--- config.mk ---
export PLATFORM = sky130hd
export DESIGN_NAME = refclk_divider
export DESIGN_NICKNAME = d
export VERILOG_FILES = /design/src/rtl/refdiv_pkg.sv /design/src/rtl/refdiv_prescale.sv /design/src/rtl/refdiv_modn.sv /design/src/rtl/refdiv_shaper.sv /design/src/rtl/refdiv_monitor.sv /design/src/rtl/refclk_divider.sv
export SDC_FILE = /design/constraint.sdc
export NUM_CORES = 1
export LEC_CHECK = 0
export BUFFER_PORTS_ARGS = -buffer_cell sky130_fd_sc_hd__buf_2
export CORE_ASPECT_RATIO = 1.2
export CORE_MARGIN = 10
export CORE_UTILIZATION = 45
export DETAILED_ROUTE_END_ITERATION = 10
export GPL_ROUTABILITY_DRIVEN = 0
export GPL_TIMING_DRIVEN = 0
export PLACE_DENSITY = 0.65
export RECOVER_POWER = 100
export REMOVE_ABC_BUFFERS = 1
export SLEW_MARGIN = 20
export SYNTH_ARGS = -nofsm -noshare
export SYNTH_HDL_FRONTEND = slang
export SYNTH_SLANG_ARGS = --single-unit
export TNS_END_PERCENT = 100
--- constraint.sdc ---
create_clock -name clk -period 1.62 [get_ports clk]
set_input_delay 0.243 -clock clk [delete_from_list [all_inputs] [get_ports clk]]
set_output_delay 0.243 -clock clk [all_outputs]
set_load 0.01 [all_outputs]
--- src/rtl/refdiv_pkg.sv ---
`timescale 1ns/1ps
package refdiv_pkg;

   // Input clocks per output period of the divider chain.
   function automatic int unsigned chain_period(int unsigned pre_bits, int unsigned post_div);
      return (32'd1 << pre_bits) * post_div;
   endfunction

   // Input clocks with no reference edge before the loss flag is raised.
   function automatic int unsigned loss_window(int unsigned pre_bits, int unsigned post_div,
                                               int unsigned periods);
      return chain_period(pre_bits, post_div) * periods;
   endfunction

endpackage

--- src/rtl/refdiv_prescale.sv ---
`timescale 1ns/1ps
module refdiv_prescale #(
   parameter int unsigned PRE_BITS = 10
) (
   input  logic clk,
   input  logic rst,
   input  logic clk_en,
   output logic tick,
   output logic tap
);

   logic [PRE_BITS-1:0] cnt_q;

   always_ff @(posedge clk) begin
      if (rst)
         cnt_q <= '0;
      else if (clk_en)
         cnt_q <= cnt_q + PRE_BITS'(1);
   end

   assign tick = clk_en & (&cnt_q);
   assign tap  = cnt_q[PRE_BITS-1];

   // a rollover strobe is followed by an all-zero count
   a_r1_rollover_zero: assert property (@(posedge clk) disable iff (rst)
      tick |=> (cnt_q == '0));

   // no advance while the input clock is absent
   a_r5_prescale_hold: assert property (@(posedge clk) disable iff (rst)
      !clk_en |=> $stable(cnt_q));

endmodule

--- src/rtl/refdiv_modn.sv ---
`timescale 1ns/1ps
module refdiv_modn #(
   parameter int unsigned DIV = 5
) (
   input  logic clk,
   input  logic rst,
   input  logic step,
   output logic wrap
);

   localparam int unsigned CW = (DIV > 2) ? $clog2(DIV) : 1;

   logic [CW-1:0] cnt_q;
   logic          at_top;

   assign at_top = (cnt_q == CW'(DIV - 1));

   always_ff @(posedge clk) begin
      if (rst)
         cnt_q <= '0;
      else if (step)
         cnt_q <= at_top ? '0 : cnt_q + CW'(1);
   end

   assign wrap = step & at_top;

   // the state stays inside the modulus
   a_r2_state_range: assert property (@(posedge clk) disable iff (rst)
      ({1'b0, cnt_q} < (CW+1)'(DIV)));

   // a rollover restarts the count at zero
   a_r2_wrap_restarts: assert property (@(posedge clk) disable iff (rst)
      wrap |=> (cnt_q == '0));

   // no change without a prescaler strobe
   a_r5_modn_hold: assert property (@(posedge clk) disable iff (rst)
      !step |=> $stable(cnt_q));

endmodule

--- src/rtl/refdiv_shaper.sv ---
`timescale 1ns/1ps
module refdiv_shaper #(
   parameter int unsigned WIDTH_CYC = 8
) (
   input  logic clk,
   input  logic rst,
   input  logic clk_en,
   input  logic fire,
   output logic pulse
);

   generate
      if (WIDTH_CYC == 1) begin : g_single
         logic pulse_q;
         always_ff @(posedge clk) begin
            if (rst)
               pulse_q <= 1'b0;
            else if (clk_en)
               pulse_q <= fire;
         end
         assign pulse = pulse_q;
      end else begin : g_counted
         localparam int unsigned SW = $clog2(WIDTH_CYC + 1);
         logic [SW-1:0] left_q;
         always_ff @(posedge clk) begin
            if (rst)
               left_q <= '0;
            else if (clk_en) begin
               if (fire)
                  left_q <= SW'(WIDTH_CYC);
               else if (left_q != '0)
                  left_q <= left_q - SW'(1);
            end
         end
         assign pulse = (left_q != '0);
      end
   endgenerate

   // a pulse only starts one cycle after a rollover
   a_r3_rise_from_fire: assert property (@(posedge clk) disable iff (rst)
      $rose(pulse) |-> $past(fire));

   // the previous pulse has ended when the next rollover arrives
   a_r4_no_overlap: assert property (@(posedge clk) disable iff (rst)
      fire |-> !pulse);

   // the output register is frozen with the clock absent
   a_r5_shaper_hold: assert property (@(posedge clk) disable iff (rst)
      !clk_en |=> $stable(pulse));

endmodule

--- src/rtl/refdiv_monitor.sv ---
`timescale 1ns/1ps
module refdiv_monitor #(
   parameter int unsigned LIMIT = 10240
) (
   input  logic clk,
   input  logic rst,
   input  logic pulse,
   input  logic lamp_test,
   output logic fail
);

   localparam int unsigned GW = $clog2(LIMIT + 1);

   logic          pulse_d_q;
   logic [GW-1:0] gap_q;
   logic          rise;
   logic          lost;

   assign rise = pulse & ~pulse_d_q;
   assign lost = (gap_q == GW'(LIMIT));

   always_ff @(posedge clk) begin
      if (rst) begin
         pulse_d_q <= 1'b0;
         gap_q     <= '0;
      end else begin
         pulse_d_q <= pulse;
         if (rise)
            gap_q <= '0;
         else if (!lost)
            gap_q <= gap_q + GW'(1);
      end
   end

   assign fail = lost | lamp_test;

   // loss is declared only as the count reaches the window
   a_r6_loss_at_limit: assert property (@(posedge clk) disable iff (rst)
      $rose(lost) |-> ($past(gap_q) == GW'(LIMIT - 1)));

   // loss persists until a new edge arrives
   a_r6_loss_sticky: assert property (@(posedge clk) disable iff (rst)
      (lost && !rise) |=> lost);

   // a fresh edge clears the indication on the next clock
   a_r7_clear_on_edge: assert property (@(posedge clk) disable iff (rst)
      rise |=> !lost);

endmodule

--- src/rtl/refclk_divider.sv ---
`timescale 1ns/1ps
module refclk_divider
   import refdiv_pkg::*;
#(
   parameter int unsigned PRE_BITS     = 10,
   parameter int unsigned POST_DIV     = 5,
   parameter int unsigned PULSE_CYC    = 8,
   parameter int unsigned LOSS_PERIODS = 2
) (
   input  logic clk,
   input  logic rst,
   input  logic clk_en,
   input  logic lamp_test,
   output logic ref_pulse,
   output logic pre_tap,
   output logic fail_lamp
);

   localparam int unsigned PERIOD = chain_period(PRE_BITS, POST_DIV);
   localparam int unsigned LIMIT  = loss_window(PRE_BITS, POST_DIV, LOSS_PERIODS);

   generate
      if (PRE_BITS < 1 || PRE_BITS > 20) begin : g_bad_pre
         $error("refclk_divider: PRE_BITS out of range");
      end
      if (POST_DIV < 2) begin : g_bad_post
         $error("refclk_divider: POST_DIV must be at least 2");
      end
      if (PULSE_CYC < 1 || PULSE_CYC >= PERIOD) begin : g_bad_width
         $error("refclk_divider: PULSE_CYC must be shorter than the output period");
      end
      if (LOSS_PERIODS < 1) begin : g_bad_loss
         $error("refclk_divider: LOSS_PERIODS must be at least 1");
      end
   endgenerate

   logic pre_tick;
   logic post_wrap;

   refdiv_prescale #(.PRE_BITS(PRE_BITS)) u_prescale (
      .clk    (clk),
      .rst    (rst),
      .clk_en (clk_en),
      .tick   (pre_tick),
      .tap    (pre_tap)
   );

   refdiv_modn #(.DIV(POST_DIV)) u_modn (
      .clk  (clk),
      .rst  (rst),
      .step (pre_tick),
      .wrap (post_wrap)
   );

   refdiv_shaper #(.WIDTH_CYC(PULSE_CYC)) u_shaper (
      .clk    (clk),
      .rst    (rst),
      .clk_en (clk_en),
      .fire   (post_wrap),
      .pulse  (ref_pulse)
   );

   refdiv_monitor #(.LIMIT(LIMIT)) u_monitor (
      .clk       (clk),
      .rst       (rst),
      .pulse     (ref_pulse),
      .lamp_test (lamp_test),
      .fail      (fail_lamp)
   );

endmodule

; ---- Word-level counts from Yosys, hierarchy flattened
; Cells that the tools add are included.
[classes]
addsub = 4
n_eq_ne = 2
n_mux = 3
bitwise_logic = 5
n_reduce_logical = 5
[ops]
columns = operator, n
row1 = "adder 14 x 1 -> 14 bit, second input constant", 1
row2 = "== test 14 bit, second input constant", 1
row3 = "adder 10 x 1 -> 10 bit, second input constant", 1
row4 = AND reduction 10 bit, 1
row5 = two-way mux 4 bit, 2
row6 = nonzero test 4 bit, 1
row7 = "subtractor 4 x 1 -> 4 bit, second input constant", 1
row8 = "adder 3 x 1 -> 3 bit, second input constant", 1
row9 = AND 1 bit, 3
row10 = "== test 3 bit, second input constant", 1
row11 = two-way mux 3 bit, 1
row12 = AND reduction 2 bit, 1
row13 = nonzero test 2 bit, 1
row14 = OR reduction 2 bit, 1
row15 = inverter 1 bit, 1
row16 = OR 1 bit, 1
[word_totals]
register_bits = 32
input_bits = 4
out_inout_bits = 3
word_cells = 24

; ---- Longest topological paths before layout
; Gate-level depths: netlist (run 1).
[depth]
depth_word = 5
ltp_mapped = 7
ltp_nobuf = 7

; ---- By module
; From an unflattened synthesis (run 1), not the netlist that was laid out.
[unflattened]
hier_cells = 173
hier_area_um2 = 1575.3
[modules_own_cells]
columns = mod, instances, cells_each, area_each_um2, seq_area_each_um2
row1 = refdiv_monitor, 1, 79, 738.2, 300.3
row2 = refdiv_prescale, 1, 51, 461.7, 200.2
row3 = refdiv_shaper, 1, 25, 214.0, 80.1
row4 = refdiv_modn, 1, 18, 161.4, 60.1

; ---- Worst setup path after synthesis (run 1)
; No wires, ideal clock.
[synth_path]
path_type = flip-flop to flip-flop
startpoint = register u_prescale.cnt_q[0]
endpoint = register u_modn.cnt_q[2]
setup_ns = 0.130
arrival_ns = 1.347
t_required_ns = 1.490
setup_slack_ns = 0.143
path_stages_with_launch = 8
path_buffers = 2
synth_period_minus_slack_ns = 1.477
cell_sequence = dfxtp_1 -> ha_1 -> and4_4 -> buf_6 -> and4_1 -> buf_4 -> a21oi_1 -> nor3b_2
[synth_via]
elab_chain_len = 2
[synth_lines]
columns = element, line
row1 = start: declaration, refdiv_prescale.sv:12  ; logic [PRE_BITS-1:0] cnt_q;
row2 = start signal: assignment, refdiv_prescale.sv:18  ; cnt_q <= cnt_q + PRE_BITS'(1);
row3 = AND reduction 10 bit, refdiv_prescale.sv:21  ; assign tick = clk_en & (&cnt_q);
row4 = AND 1 bit, refdiv_prescale.sv:21
row5 = end signal: assignment, refdiv_modn.sv:22  ; cnt_q <= at_top ? '0 : cnt_q + CW'(1);
row6 = end: declaration, refdiv_modn.sv:13  ; logic [CW-1:0] cnt_q;
; No other way between the ends.
; A chain may end at the register's enable or synchronous reset.

; ---- Worst setup path in the final report (run 1)
[layout_path]
startpoint = register u_shaper.g_counted.left_q[0]
endpoint = output ref_pulse
[layout_via]
elab_chain_len = 1
[layout_lines]
columns = element, line
row1 = start: declaration, refdiv_shaper.sv:24  ; logic [SW-1:0] left_q;
row2 = start signal: assignment, refdiv_shaper.sv:30  ; left_q <= SW'(WIDTH_CYC);
row3 = start signal: assignment, refdiv_shaper.sv:32  ; left_q <= left_q - SW'(1);
row4 = nonzero test 4 bit, refdiv_shaper.sv:35  ; assign pulse = (left_q != '0);
row5 = end: declaration, refclk_divider.sv:14  ; output logic ref_pulse,
; No other way between the ends.

==> impl_results.md, run 1 <==
- Fin cells: approximately 220
- Critical path arrival: ~1400 ps
- Buf/Inv on CP: 3
- CP required: approximately 1400 ps
- Relative slew slack: 75.6%
- Main synth FF type: dfxtp_1
- Via count: about 1,200
- Final worst-path cycle share: 99.1%
- Total track usage: roughly a tenth
- Design area: 0.00180 mm^2
- Synthesis-to-finish area growth: 15.1%
- Layout cells sized above 1: 19.9%
- Clk slew on worst S/H paths: ~70 ps
- Rows: 23
- Slew Viols, Final: 0
- Status: finished clean
- Commonest non-fill, non-tap cell in the layout: nor2_1
- Clock latency on the worst-skew pair: 280 ps
- Simple-gate share of the synthesized area: between 20% and 30%
- CTS tree: yes
- CP cell instances: inv_2 > ha_1 > nor3b_4 > inv_2 > buf_2
- Seq/Total Area, Yosys: between 40% and 50%
- Synthesized area: roughly 0.0016 mm^2
- CP max-delay cell: dfxtp_2
- Ports: 7
- VDD IR max: roughly 1.0 mV
- Worst Tran Pin Value: 365 ps
- Synth Area in Compound Gates: around 5.0%
- # setup viols final: 0
- First-pass GRT wire length: 4850 um
- Reg area: 647 um^2
- Number of routed nets with antenna violations: 0
- Adder-cell area share of the yosys netlist: 5.61%
- I/O Buffers: 6
- Slowest cell delay on critical path: around 330 ps
- Largest buffer count on any clock path: 2
- Clk_skew: 6.93 ps
- Chip height: between 80 and 90 um
- WL per Instance: 12.7 um
- Worst-path fanout max: 4
- Share of the synthesized area in the top cell type: approximately two fifths
- Ys Warns: 0
- Antenna cells: 0
- Area after DPL: 0.00159 mm^2
- Hold_buf cts: 0
- Die area: around 0.0062 mm^2
- Nets: 196
- CTS Buf Count: 5
- Hold endpoint: u_prescale.cnt_q[1]
- Worst r2r dst: u_shaper.g_counted.left_q[1]
- Commonest cells after routing, fill and taps aside: nor2_1 (28), dfxtp_1 (27), xor2_1 (15)
- Vias in the first global route: 1,128
- Hold wc startpoint: rst
- Avg Cell Area, Syn: 8.97 um^2
- RSZ-0062 raised after global routing: true
- Hold Crit Class: input port to register
- R2r setup slk: around 50 ps
- Endpoints failing hold: 0
- Largest family of logic cells by synthesized area: simple AND/OR/NAND/NOR gates
- Netlist cell types: 37
- Post-Synth XOR/XNOR Area: 11.2%
- Drt first pass iters: 5
- Crit path top cell by count: inv_2
- DRC errors left: 0
- Crit path launch type: register
- Starting density of the core: 46.7%
- Synth area leaders: dfxtp_1 (41%), xor2_1 (8.4%), nor2_1 (6.7%)
- Delay-heaviest family, CP: flip-flops
- Post-synth top area cell: dfxtp_1
- Dpl hpwl: 1940 um
- Maximum level of the CTS H-tree: 2
- Worst setup EP type: output port
- Starting DRC count in detailed routing: 57
- Max-Cap Viols: 0
- Largest net degree at the start of global routing: 21
- Via density: about 5.3
- Kind of critical path: register to output port
- FMAX: 623 MHz
- Core outline area: 0.00334 mm^2
- Number of enable flip-flop cells after synthesis: 0
- Final wirelength: 2830 um
- Initial antenna violation count: 0
- Hold Path Depth: 2
- Mapped Cells: 174
- Yosys reg bits: 32
- CTS Sinks: 32
- Multi-input gate area: around 880 um^2
- Crit path time final: approximately 1600 ps
- Placed Cells: 209
- Pleak: 0.711 nW
- Root buf cell: clkbuf_8
- Post-synthesis mux area share: 3.29%
- FF-to-FF path depth: 8
- Ys async rst share: 0%
- GRT overflow: 0
- Fillcell total: 317
- PwrDens: about 1300 mW/mm^2
- Launching point of the worst reg2reg path: u_shaper.g_counted.left_q[0]
- Final core area utilization: 53.8%
- Die W: 73.8 um
what timing repair did:
item                       CTS  global route
setup buffers                4             2
pin swaps                    2             0
resized for setup           15             5
setup endpoints to repair   16             5
gates cloned                 0             0
layer usage:
layer	wire, um	GRT usage, %
met5	0	0
met4	48	4.07
met3	82	4.24
met2	1460	16.3
met1	1230	10.1
worst max path at each step:
stage	depth (start not counted)	end	slack (ps)	start
after floorplan	6	u_monitor.gap_q[13]	-130	u_shaper.g_counted.left_q[0]
after global placement	6	u_monitor.gap_q[13]	-420	u_shaper.g_counted.left_q[0]
after detailed placement	6	u_monitor.gap_q[13]	-480	u_shaper.g_counted.left_q[0]
after CTS	6	fail_lamp	3	u_monitor.gap_q[1]
after global routing	6	fail_lamp	-80	u_monitor.gap_q[1]
final	5	ref_pulse	20	u_shaper.g_counted.left_q[0]
synthesized netlist by cell type, types with 3 or more instances:
library cell	count
ha_1	7
xor2_1	15
nand3_1	8
nor3_1	4
mux2i_1	4
nor2_1	28
dfxtp_1	32
xnor2_1	5
nand4_1	7
and4_1	5
a21oi_1	6
and3_1	3
nand2_1	9
inv_1	10
sequential cells by signal (all words and copies together) (netlist names):
| name | flops |
|---|---|
| u_shaper.g_counted.left_q | 4 |
| u_prescale.cnt_q | 10 |
| u_modn.cnt_q | 3 |
| u_monitor.gap_q | 14 |
| u_monitor.pulse_d_q | 1 |
metrics by stage:
stage               setup WS (ps)  TNS, ps  power (W)  hold WS (ps)
CTS                          2.97        0    0.00239           329
global placement             -415    -3010    0.00140           467
global route                -76.4     -200    0.00258           367
detailed placement           -480    -3990    0.00143           480
floorplan                    -134     -134    0.00129           312
finish                       15.1        0    0.00241           338
final cells by class:
cell class | count | area share (%)
Tap cell | 37 | 2.58
Clock buffer | 6 | 4.04
Timing Repair Buffer | 12 | 4.11
Clock inverter | 2 | 1.95
Inverter | 10 | 2.09
Multi-Input combinational cell | 124 | 49.2
Sequential cell | 32 | 36.0
report_power, final:
group | total [W] | switching, W | internal (W)
Sequential | 0.000951 | 0.0000741 | 0.000877
Combinational | 0.000709 | 0.000361 | 0.000348
Clock | 0.000748 | 0.000291 | 0.000456
Total | 0.00241 | 0.000726 | 0.00168
cell families (layout without fill, tap and decap cells):
| kind of cell | Yosys count | count (layout) |
|---|---|---|
| simple gates | 79 | 79 |
| mux | 5 | 5 |
| flops | 32 | 32 |
| xor+xnor | 20 | 20 |
| fa+ha+maj | 7 | 7 |
| buf+inv | 18 | 30 |
| compound gates | 13 | 13 |
Note: power is estimated with default switching activity, not from simulation.
==> inputs of run 2 (changes only) <==
- clock period: 1.62 -> 1.9 ns (I/O delays scaled with it)
==> impl_results.md, run 2 (same netlist as run 1, synthesis figures left out) <==
- Worst hold slack: around 380 ps
- Status: finished clean
- Buf/Inv on CP: 3
- CTS tree: yes
- Hold Crit Class: input port to register
- Root buf cell: clkbuf_8
- Maximum level of the CTS H-tree: 2
- CP Depth: 5
- Layout cells sized above 1: 8.84%
- Total track usage: 9.27%
- Max-Cap Viols: 0
- Ports: 7
- I/O Buffers: 6
- Fillcell total: 323
- First-pass GRT wire length: between 4000 and 5000 um
- CP required: 1620 ps
- Slowest cell delay on critical path: about 320 ps
- CTS Buf Count: 5
- TNS Setup: 0 ps
- Launching point of the worst reg2reg path: u_prescale.cnt_q[0]
- CP max-delay cell: dfxtp_1
- Final worst-path cycle share: 91.3%
- VDD IR max: 0.835 mV
- Dpl hpwl: 1940 um
- Via count: 1,152
- Combinational power share: between 20% and 30%
- Crit path time final: 1740 ps
- Reg area: 641 um^2
- FMAX: between 500 and 600 MHz
- Design area: roughly 0.0017 mm^2
- Synthesis-to-finish area growth: 9.94%
- Clk_skew: roughly 6.2 ps
- Sequential share of power: a little over two fifths
- Number of routed nets with antenna violations: 0
- Regs by FF count: u_monitor.gap_q x14, u_prescale.cnt_q x10, u_shaper.g_counted.left_q x4
- Final core area utilization: 51.4%
- PwrDens: 1110 mW/mm^2
- Place WS: -200 ps
- Vias in the first global route: between 1,000 and 1,500
- Worst Tran Pin Value: 373 ps
- Largest register by flop count: u_monitor.gap_q
- Max reg flops: 14
- Worst-path fanout max: 4
- Rows: 23
- Final wirelength: 2750 um
- Switching Power: 0.000573 W
- Die area: 0.00623 mm^2
- Crit path top cell by count: inv_1
- Crit. Startpoint: u_shaper.g_counted.left_q[0]
- R2r setup slk: 280 ps
- Initial antenna violation count: 0
- Drt first pass iters: 4
- Largest net degree at the start of global routing: 21
- # setup viols final: 0
- CTS Sinks: 32
- DRC errors left: 0
- Via density: 5.28
- CP cell instances: inv_1 > ha_1 > nor3b_4 > inv_1 > clkbuf_2
- P_int: between 0.001 and 0.0015 W
- GRT overflow: 0
- Clock latency on the worst-skew pair: 280 ps
- Endpoints failing hold: 0
- Critical path arrival: ~1500 ps
- Area after DPL: 0.00159 mm^2
- Slew Viols, Final: 0
- Worst setup EP type: output port
- Final worst slack: 165 ps
- Worst r2r dst: u_modn.cnt_q[1]
- Sw frac: 30.1%
- Commonest cells after routing, fill and taps aside: dfxtp_1 (32), nor2_1 (28), xor2_1 (15)
- Core outline area: 0.00334 mm^2
- Kind of critical path: register to output port
- CP endpoint: ref_pulse
- Clk slew on worst S/H paths: roughly 70 ps
- Relative slew slack: 75.1%
- RSZ-0062 raised after global routing: false
- WL per Instance: 12.6 um
- Clk pwr share: between 30% and 40%
- Chip height: 84.5 um
- Commonest non-fill, non-tap cell in the layout: dfxtp_1
- Starting density of the core: 46.7%
- Pleak: around 0.67 nW
- Die W: 73.8 um
- Delay-heaviest family, CP: buffers and inverters
- Multi-input gate area: roughly 850 um^2
- Starting DRC count in detailed routing: 42
- Nets: 191
- FF-to-FF path depth: 5
- Antenna cells: 0
- Crit path launch type: register
- Largest buffer count on any clock path: 2
-- run 2: cell types whose count changed in the layout (fill, tap and decap cells not counted), moves of 2 or more --
cell,before,now
buf_4,6,0
inv_1,6,10
and4_1,3,6
and4_2,2,0
dfxtp_2,5,0
inv_2,4,0
clkbuf_1,2,4
dfxtp_1,27,32
buf_2,5,3
-- run 2: cell type report --
type | instances | share of cell area, %
Clock buffer | 6 | 4.23
Clock inverter | 2 | 2.04
Inverter | 10 | 2.19
Multi-Input combinational cell | 124 | 49.7
Sequential cell | 32 | 37.3
Tap cell | 37 | 2.70
Timing Repair Buffer | 7 | 1.82
-- run 2: stage by stage --
stage | power (W) | std cells
final | 0.00190 | 218
after CTS | 0.00188 | 218
after detailed placement | 0.00122 | 209
after global routing | 0.00205 | 218
after global placement | 0.00119 | 209
after floorplan | 0.00110 | 166
-- run 2: power by group through the flow --
| stage | logic (W) | clock network [W] | registers [W] |
|---|---|---|---|
| after floorplan | 0.000304 | 0 | 0.000796 |
| after global placement | 0.000388 | 0 | 0.000804 |
| after detailed placement | 0.000413 | 0 | 0.000810 |
| after CTS | 0.000428 | 0.000655 | 0.000799 |
| after global routing | 0.000534 | 0.000694 | 0.000818 |
| final | 0.000461 | 0.000633 | 0.000808 |
-- run 2: how the worst min path moves through the flow --
stage / startpoint / endpoint / slack [ps] / depth (start not counted)
2_1_floorplan: rst / u_shaper.g_counted.left_q[1] / 350 / 1
3_3_place_gp: u_shaper.g_counted.left_q[3] / u_shaper.g_counted.left_q[3] / 470 / 2
3_5_place_dp: u_shaper.g_counted.left_q[1] / u_shaper.g_counted.left_q[1] / 480 / 2
4_1_cts: rst / u_prescale.cnt_q[1] / 370 / 2
5_1_grt: rst / u_modn.cnt_q[0] / 400 / 2
6_report: rst / u_prescale.cnt_q[1] / 380 / 2
-- run 2: timing repair --
item / CTS / global route
hold buffers: 0 / 0
endpoints found under the hold margin: 0 / 0
buffers inserted: 1 / 0
pin swaps: 1 / 0
resized for setup: 2 / 3
setup endpoints to repair: 15 / 2
-- run 2: metal layers --
metal	GRT usage [%]	up-vias	share of wire, %	routed length [um]
met4	4.07	0	1.1	29
li1	-	603	-	-
met1	9.92	532	43	1190
met3	4.24	4	3.1	84
met2	15.1	13	52	1440
met5	0	-	0	0
